### config.mk
export PLATFORM = sky130hd
export DESIGN_NAME = wdtKeyed
export DESIGN_NICKNAME = d
export VERILOG_FILES = /design/src/rtl/wdtPkg.sv /design/src/rtl/wdtCtrl.sv /design/src/rtl/wdtDatapath.sv /design/src/rtl/wdtKeyed.sv
export SDC_FILE = /design/constraint.sdc
export NUM_CORES = 1
export LEC_CHECK = 0
export BUFFER_PORTS_ARGS = -buffer_cell sky130_fd_sc_hd__buf_2
export CAP_MARGIN = 20
export CORE_ASPECT_RATIO = 0.9
export CORE_MARGIN = 2
export CORE_UTILIZATION = 25
export DETAILED_ROUTE_END_ITERATION = 16
export PLACE_DENSITY_LB_ADDON = 0.15
export SKIP_LAST_GASP = 1
export SLEW_MARGIN = 30
export SYNTH_ARGS = -nofsm -noshare
export SYNTH_HDL_FRONTEND = slang
export SYNTH_HIERARCHICAL = 1
export SYNTH_SLANG_ARGS = --single-unit
### constraint.sdc
create_clock -name clk -period 4.4 [get_ports clk]
set_input_delay 1.1 -clock clk [delete_from_list [all_inputs] [get_ports clk]]
set_output_delay 1.1 -clock clk [all_outputs]
set_load 0.01 [all_outputs]
### src/rtl/wdtPkg.sv
package wdtPkg;

  localparam int RATIO_W = 3;

  localparam logic [2:0] ADDR_REV   = 3'd0;
  localparam logic [2:0] ADDR_CTRL  = 3'd1;
  localparam logic [2:0] ADDR_LOAD  = 3'd2;
  localparam logic [2:0] ADDR_TRIG  = 3'd3;
  localparam logic [2:0] ADDR_KEY   = 3'd4;
  localparam logic [2:0] ADDR_PEND  = 3'd5;
  localparam logic [2:0] ADDR_COUNT = 3'd6;

  localparam logic [31:0] KEY_RUN_A  = 32'h0000_BBBB;
  localparam logic [31:0] KEY_RUN_B  = 32'h0000_4444;
  localparam logic [31:0] KEY_HALT_A = 32'h0000_AAAA;
  localparam logic [31:0] KEY_HALT_B = 32'h0000_5555;

  // Posted slots, in a fixed order: control, load, trigger, key.
  localparam int SLOTS = 4;

  typedef enum logic [1:0] {KEY_IDLE, KEY_RUN1, KEY_HALT1} keyState_t;

  typedef struct packed {
    logic               run;
    logic               reload;
    logic               preEn;
    logic [RATIO_W-1:0] ratio;
  } wdtStrobes_t;

  function automatic logic [2:0] slotAddr(input int idx);
    case (idx)
      0: slotAddr = ADDR_CTRL;
      1: slotAddr = ADDR_LOAD;
      2: slotAddr = ADDR_TRIG;
      default: slotAddr = ADDR_KEY;
    endcase
  endfunction

  function automatic int slotBit(input int idx);
    case (idx)
      0: slotBit = 0;
      1: slotBit = 2;
      2: slotBit = 3;
      default: slotBit = 4;
    endcase
  endfunction

endpackage

### src/rtl/wdtCtrl.sv
module wdtCtrl
  import wdtPkg::*;
#(
  parameter int          CNT_W      = 32,
  parameter int          DATA_W     = 32,
  parameter int          POST_TICKS = 2,
  parameter logic [7:0]  REV        = 8'h31
) (
  input  logic              clk,
  input  logic              rstN,
  input  logic              tick,
  input  logic              wrEn,
  input  logic [2:0]        addr,
  input  logic [DATA_W-1:0] wdata,
  input  logic [CNT_W-1:0]  countVal,
  output logic [DATA_W-1:0] rdata,
  output logic [CNT_W-1:0]  loadVal,
  output logic [4:0]        pendBits,
  output wdtStrobes_t       strb
);

  localparam int PC_W = $clog2(POST_TICKS + 1);

  logic [SLOTS-1:0]  busy;
  logic [SLOTS-1:0]  commit;
  logic [DATA_W-1:0] holdArr [SLOTS];

  genvar g;
  generate
    for (g = 0; g < SLOTS; g++) begin : gSlot
      logic [PC_W-1:0]   left;
      logic [DATA_W-1:0] hold;
      always_ff @(posedge clk) begin
        if (!rstN) begin
          left <= '0;
          hold <= '0;
        end else if (wrEn && addr == slotAddr(g) && left == '0) begin
          left <= PC_W'(POST_TICKS);
          hold <= wdata;
        end else if (tick && left != '0) begin
          left <= left - PC_W'(1);
        end
      end
      assign busy[g]    = (left != '0);
      assign commit[g]  = tick && (left == PC_W'(1));
      assign holdArr[g] = hold;
    end
  endgenerate

  always_comb begin
    pendBits = '0;
    for (int i = 0; i < SLOTS; i++) pendBits[slotBit(i)] = busy[i];
  end

  logic                preEn;
  logic [RATIO_W-1:0]  ratio;
  logic [DATA_W-1:0]   trigReg;
  logic                running;
  keyState_t           keyState;

  always_ff @(posedge clk) begin
    if (!rstN) begin
      preEn   <= 1'b0;
      ratio   <= '0;
      loadVal <= '0;
      trigReg <= '0;
    end else begin
      if (commit[0]) begin
        preEn <= holdArr[0][5];
        ratio <= holdArr[0][4:2];
      end
      if (commit[1]) loadVal <= holdArr[1][CNT_W-1:0];
      if (commit[2]) trigReg <= holdArr[2];
    end
  end

  // Key pair sequencer: only the very next key word can complete a pair.
  always_ff @(posedge clk) begin
    if (!rstN) begin
      running  <= 1'b1;
      keyState <= KEY_IDLE;
    end else if (commit[3]) begin
      if (keyState == KEY_RUN1 && holdArr[3] == KEY_RUN_B) begin
        running  <= 1'b1;
        keyState <= KEY_IDLE;
      end else if (keyState == KEY_HALT1 && holdArr[3] == KEY_HALT_B) begin
        running  <= 1'b0;
        keyState <= KEY_IDLE;
      end else if (holdArr[3] == KEY_RUN_A) begin
        keyState <= KEY_RUN1;
      end else if (holdArr[3] == KEY_HALT_A) begin
        keyState <= KEY_HALT1;
      end else begin
        keyState <= KEY_IDLE;
      end
    end
  end

  always_comb begin
    strb.run    = running;
    strb.reload = commit[2] && (holdArr[2] != trigReg);
    strb.preEn  = preEn;
    strb.ratio  = ratio;
  end

  always_comb begin
    rdata = '0;
    case (addr)
      ADDR_REV:   rdata[7:0] = REV;
      ADDR_CTRL:  begin
        rdata[5]   = preEn;
        rdata[4:2] = ratio;
      end
      ADDR_LOAD:  rdata = DATA_W'(loadVal);
      ADDR_TRIG:  rdata = trigReg;
      ADDR_PEND:  rdata[4:0] = pendBits;
      ADDR_COUNT: rdata = DATA_W'(countVal);
      default:    rdata = '0;
    endcase
  end

endmodule

### src/rtl/wdtDatapath.sv
module wdtDatapath
  import wdtPkg::*;
#(
  parameter int CNT_W = 32
) (
  input  logic              clk,
  input  logic              rstN,
  input  logic              tick,
  input  wdtStrobes_t       strb,
  input  logic [CNT_W-1:0]  loadVal,
  output logic [CNT_W-1:0]  countVal,
  output logic              rstReq
);

  localparam int PRE_W = (1 << RATIO_W) - 1;

  logic [PRE_W-1:0] preCnt;
  logic [PRE_W-1:0] preLim;
  logic             step;
  logic             wrap;

  assign preLim = (PRE_W'(1) << strb.ratio) - PRE_W'(1);
  assign step   = strb.run && tick && (!strb.preEn || preCnt == preLim);
  assign wrap   = step && (countVal == '1);

  always_ff @(posedge clk) begin
    if (!rstN) begin
      countVal <= '0;
      preCnt   <= '0;
      rstReq   <= 1'b0;
    end else begin
      rstReq <= 1'b0;
      if (strb.reload) begin
        countVal <= loadVal;
        preCnt   <= '0;
      end else if (strb.run && tick) begin
        preCnt <= (step || !strb.preEn) ? '0 : preCnt + PRE_W'(1);
        if (wrap) begin
          countVal <= loadVal;
          rstReq   <= 1'b1;
        end else if (step) begin
          countVal <= countVal + CNT_W'(1);
        end
      end
    end
  end

endmodule

### src/rtl/wdtKeyed.sv
module wdtKeyed
  import wdtPkg::*;
#(
  parameter int         CNT_W      = 32,
  parameter int         POST_TICKS = 2,
  parameter logic [7:0] REV        = 8'h31
) (
  input  logic        clk,
  input  logic        rstN,
  input  logic        tick,
  input  logic        wrEn,
  input  logic [2:0]  addr,
  input  logic [31:0] wdata,
  output logic [31:0] rdata,
  output logic        rstReq
);

  wdtStrobes_t      strb;
  logic [CNT_W-1:0] loadVal;
  logic [CNT_W-1:0] countVal;
  logic [4:0]       pendBits;

  wdtCtrl #(
    .CNT_W(CNT_W), .DATA_W(32), .POST_TICKS(POST_TICKS), .REV(REV)
  ) ctrl_i (
    .clk(clk), .rstN(rstN), .tick(tick), .wrEn(wrEn), .addr(addr),
    .wdata(wdata), .countVal(countVal), .rdata(rdata),
    .loadVal(loadVal), .pendBits(pendBits), .strb(strb)
  );

  wdtDatapath #(.CNT_W(CNT_W)) dp_i (
    .clk(clk), .rstN(rstN), .tick(tick), .strb(strb),
    .loadVal(loadVal), .countVal(countVal), .rstReq(rstReq)
  );

endmodule

==> reports/qor.yml, run 1 <==
layout:
  num_antenna_cells: 0
  stdcell_area_um2: 12600
  final_common_cell: "nand2_1"
  nets: 1438
  nFillCells: 4684
  fin_cells: 1960
  drive_gt1_frac: 0.110
  layout_common_cells: "nand2_1, dfxtp_1, a21boi_1"
  utilization: 0.294
  syn2layout_area_growth_pct: 16.5
sta:
  tightest_slew_ns: 0.678
  relSlewSlack: 0.547
  max_clock_freq_ghz: 0.272
  min_period_over_period: 0.836
  setup_viol: 0
  fin_setup_tns_ns: 0
  period_minus_slack_ns: 3.68
  fin_skew_ns: 0.0119
  hold_violations: 0
  rsz0062_at_grt: "false"
  report.final.slew_viol_count: 0
drt:
  routedWlPerCell_um: 19.2
  drc_errors: 0
  final_antenna_net_count: 0
  vias: 9476
  viasPerCell: 4.83
  wl_um: 37500
  dr.first_iter.drc_count: 779
  first_pass_iters: 5
run_status:
  status: "finished clean"
grt:
  grt_max_degree: 144
  grt_pass1_wl_um: 57700
  grt_overflow: 0
  grt_pass1_vias: 9175
  groute.usage.overall: 0.165
  antenna_found_initial: 0
worst_setup_path:
  crit_arrival_ns: 2.58
  crit_fanout: 39
  crit_required_ns: 3.30
  critical_path_class: "primary input to output pin"
  cpLargestDelayFamily: "simple AND/OR/NAND/NOR gates"
  slowest_delay_ns: 0.53
  endpoint_kind: "output pin"
  crit_top_cell: "buf_2"
  critPathBufInv: 2
  cp_cell_sequence: "buf_2 > nor2b_1 > a22oi_1 > a21oi_1 > buf_2"
  cpMaxStageDelayCell: "nor2b_1"
  cp-start-kind: "primary input"
hold_path:
  hp-class: "flip-flop to flip-flop"
die:
  die_h_um: 201
  fp.dieW_um: 223
  initial_utilization: 0.252
  dieArea_um2: 45000
  core_area_um2: 42900
  pin_count: 72
  rows: 72
clock_network:
  htreeDepth: 1
  cts_resized: 0
  cts.sinks: 219
  root_buffer: "clkbuf_16"
  cts_setup_buffers: 0
  cts_buffers: 27
  clk_latency_ns: 0.56
  cts_tree: "built"
  clk_pin_slew_worst_paths_ns: 0.05
  cts_hold_buf: 0
  cts_buffer_depth: 3
logic_synthesis:
  syn_area_per_cell_um2: 7.98
  synthesis.area_um2: 10800
  yosysWarnings: 6
  syn-num-nets: 1405
  synth_cells: 1355
pwr:
  total_power_uw: 4790
  p_leak_uw: 0.00440
  irDropWorstVdd_mv: 0.257
  power_density_nw_per_um2: 380
job:
  max_cap_viol_count: 0
place:
  placed_area_um2: 11700
  io_buffer_count: 71
  dp_cells: 1914
  place_hpwl_um: 26700
  globalplace.congestion: 0.869
final cells by class:
type | count | area (um2) | area share
flip-flops and latches | 219 | 4380 | 0.348
clock buffers | 37 | 773 | 0.0613
multi-input cells | 1018 | 5950 | 0.472
well taps | 555 | 694 | 0.0551
repair buffers | 100 | 588 | 0.0466
clock inverters | 9 | 138 | 0.0109
inverters | 22 | 82.6 | 0.00655
final timing paths:
| path | slack (ns) | depth (start not counted) | start | end |
|---|---|---|---|---|
| max | 0.72 | 5 | addr[1] | rdata[4] |
| max reg2reg | 0.83 | 10 | ctrl_i/ratio[2]$_SDFFE_PN0P_ | dp_i/countVal[5]$_SDFFE_PN0P_ |
| min reg2reg | 0.45 | 2 | ctrl_i/gSlot[3].hold[30]$_SDFFE_PN0P_ | ctrl_i/gSlot[3].hold[30]$_SDFFE_PN0P_ |
| min | 0.45 | 2 | ctrl_i/gSlot[3].hold[30]$_SDFFE_PN0P_ | ctrl_i/gSlot[3].hold[30]$_SDFFE_PN0P_ |
worst register-to-register path: stages, from the launching register on:
cell	delay, ns
dfxtp_1	0.44
or3_1	0.42
ha_1	0.28
nor3b_1	0.18
o41ai_1	0.43
o221ai_2	0.21
a211oi_4	0.40
a21o_1	0.53
buf_4	0.31
a22oi_1	0.09
a31oi_1	0.21
routing by layer:
layer  vias up  track usage  wire length, um
met5         -            0                0
met4         0       0.0426              950
met3        52       0.0250             1690
met2       206        0.245            15600
met1      4505        0.248            19400
li1       4713            -                -
state kept, by name (all words and copies together), names as in the netlist:
signal and cells:
ctrl_i/gSlot.hold 100, ctrl_i/gSlot.left 8, ctrl_i/keyState 2, ctrl_i/loadVal 32, ctrl_i/preEn 1, ctrl_i/ratio 3
ctrl_i/running 1, ctrl_i/trigReg 32, dp_i/countVal 32, dp_i/preCnt 7, dp_i/rstReq 1
metrics by stage:
stage | worst slack [ns] | hold WS, ns
global route | 0.605 | 0.464
global placement | 0.758 | 0.439
floorplan | 1.13 | 0.430
CTS | 0.736 | 0.454
detailed placement | 0.742 | 0.446
finish | 0.723 | 0.452
power by group:
part	internal [uW]	switching, uW	total [uW]
logic	145	277	422
registers	2030	34.5	2060
clock network	1400	912	2310
Note: power is estimated with default switching activity, not from simulation.
==> run 2: changes to the inputs <==
clock period = 3.8 ns   (was 4.4 ns; I/O delays follow)
==> reports/qor.yml, run 2 (synthesis results as in run 1) <==
place:
  dp_cells: 1923
  place_hpwl_um: 27000
  globalplace.congestion: 0.810
  dp_slack_ns: 0.502
  io_buffer_count: 71
layout:
  final_common_cell: "nand2_1"
  largest_register_ffs: 100
  top_register: "ctrl_i/gSlot.hold"
  multi_input_area_um2: 5950
  syn2layout_area_growth_pct: 17.6
  drive_gt1_frac: 0.119
  fin_cells: 1972
  seqCellArea_um2: 4380
  num_antenna_cells: 0
  nets: 1447
  utilization: 0.297
  layout_common_cells: "nand2_1, dfxtp_1, a21boi_1"
  nFillCells: 4653
die:
  die_h_um: 201
  fp.dieW_um: 223
  core_area_um2: 42900
  initial_utilization: 0.252
  rows: 72
  pin_count: 72
  dieArea_um2: 45000
grt:
  grt_pass1_wl_um: 58200
  grt_max_degree: 108
  grt_pass1_vias: 9024
  groute.usage.overall: 0.168
  grt_overflow: 0
  antenna_found_initial: 0
drt:
  dr.first_iter.drc_count: 741
  routedWlPerCell_um: 19.3
  dr_wl_met3_um: 1670
  wl_met1_um: 20000
  first_pass_iters: 7
  vias: 9538
  highest_layer: "met4"
  final_antenna_net_count: 0
  drc_errors: 0
  wl_um: 38000
  dr_wl_met2_um: 15600
  viasPerCell: 4.84
sta:
  report.final.slew_viol_count: 0
  timing.final.ws_setup_ns: 0.474
  max_clock_freq_ghz: 0.301
  period_minus_slack_ns: 3.33
  hold_violations: 0
  timing.hold.ws_ns: 0.449
  tightest_slew_ns: 0.798
  setup_viol: 0
  rsz0062_at_grt: "false"
  relSlewSlack: 0.468
  fin_setup_tns_ns: 0
  fin_skew_ns: 0.0166
  min_period_over_period: 0.875
pwr:
  p_seq_frac: 0.424
  p_sw_frac: 0.258
  switching_power_uw: 1450
  power_density_nw_per_um2: 442
  clkPwrFrac: 0.488
  p_leak_uw: 0.00448
  comb_power_share: 0.088
  p_int_uw: 4180
  irDropWorstVdd_mv: 0.298
worst_setup_path:
  critPathBufInv: 2
  critPathLaunch: "addr[0]"
  r2r_cells: 11
  r2r_start: "ctrl_i/ratio[2]$_SDFFE_PN0P_"
  r2r-end: "dp_i/countVal[16]$_SDFFE_PN0P_"
  cp_cell_sequence: "buf_2 > nor2b_1 > a22oi_1 > a21oi_1 > buf_2"
  crit_cells: 5
  crit_arrival_ns: 2.38
  slowest_delay_ns: 0.55
  cpLargestDelayFamily: "simple AND/OR/NAND/NOR gates"
  crit_top_cell: "buf_2"
  crit_required_ns: 2.85
  endpoint_kind: "output pin"
  r2r_slack_ns: 0.50
  cp-start-kind: "primary input"
  critPathCapture: "rdata[0]"
  crit_fanout: 11
  critical_path_class: "primary input to output pin"
  cpMaxStageDelayCell: "nor2b_1"
clock_network:
  clk_latency_ns: 0.57
  cts.sinks: 219
  cts_setup_buffers: 0
  cts_hold_buf: 0
  cts_resized: 0
  cts_buffers: 27
  htreeDepth: 1
  cts_tree: "built"
  clk_pin_slew_worst_paths_ns: 0.06
  root_buffer: "clkbuf_16"
  cts_buffer_depth: 3
run_status:
  status: "finished clean"
job:
  max_cap_viol_count: 0
hold_path:
  hp-class: "flip-flop to flip-flop"
run 2: worst min-delay path, stage by stage (launching register included):
cell	delay, ns
dfxtp_1	0.31
nand2_1	0.05
a21boi_1	0.05
run 2: final cells by class:
| class | instances | area share |
|---|---|---|
| clock inverters | 7 | 0.00816 |
| clock buffers | 42 | 0.0662 |
| multi-input cells | 1018 | 0.468 |
| well taps | 555 | 0.0546 |
| repair buffers | 109 | 0.0525 |
| inverters | 22 | 0.00649 |
| flip-flops and latches | 219 | 0.345 |
run 2: per-stage QoR:
stage | power [uW] | instance area [um2]
floorplan | 2740 | 10800
global placement | 2940 | 11800
finish | 5630 | 12700
CTS | 5710 | 12700
detailed placement | 2940 | 11800
global route | 5840 | 12700
run 2: layer usage:
layer	track usage	vias up
met1	0.258	4549
met5	0	-
li1	-	4755
met3	0.0244	41
met2	0.244	193
met4	0.0364	0
run 2: worst min-delay path by stage:
stage | start | endpoint | slack, ns | cells past startpoint
final | ctrl_i/gSlot[3].hold[31]$_SDFFE_PN0P_ | ctrl_i/gSlot[3].hold[31]$_SDFFE_PN0P_ | 0.45 | 2
after global routing | ctrl_i/gSlot[1].hold[2]$_SDFFE_PN0P_ | ctrl_i/loadVal[2]$_SDFFE_PN0P_ | 0.47 | 2
after CTS | ctrl_i/gSlot[3].hold[29]$_SDFFE_PN0P_ | ctrl_i/gSlot[3].hold[29]$_SDFFE_PN0P_ | 0.45 | 2
after detailed placement | ctrl_i/gSlot[3].hold[29]$_SDFFE_PN0P_ | ctrl_i/gSlot[3].hold[29]$_SDFFE_PN0P_ | 0.44 | 2
after global placement | ctrl_i/gSlot[3].hold[31]$_SDFFE_PN0P_ | ctrl_i/gSlot[3].hold[31]$_SDFFE_PN0P_ | 0.44 | 2
after floorplan | ctrl_i/gSlot[3].hold[31]$_SDFFE_PN0P_ | ctrl_i/gSlot[3].hold[31]$_SDFFE_PN0P_ | 0.43 | 2
run 2: power by group through the flow:
stage | registers, uW | clock network, uW | logic (uW)
after floorplan | 2420 | 0 | 312
after global placement | 2430 | 0 | 502
after detailed placement | 2440 | 0 | 502
after CTS | 2390 | 2820 | 503
after global routing | 2390 | 2900 | 548
final | 2390 | 2750 | 497
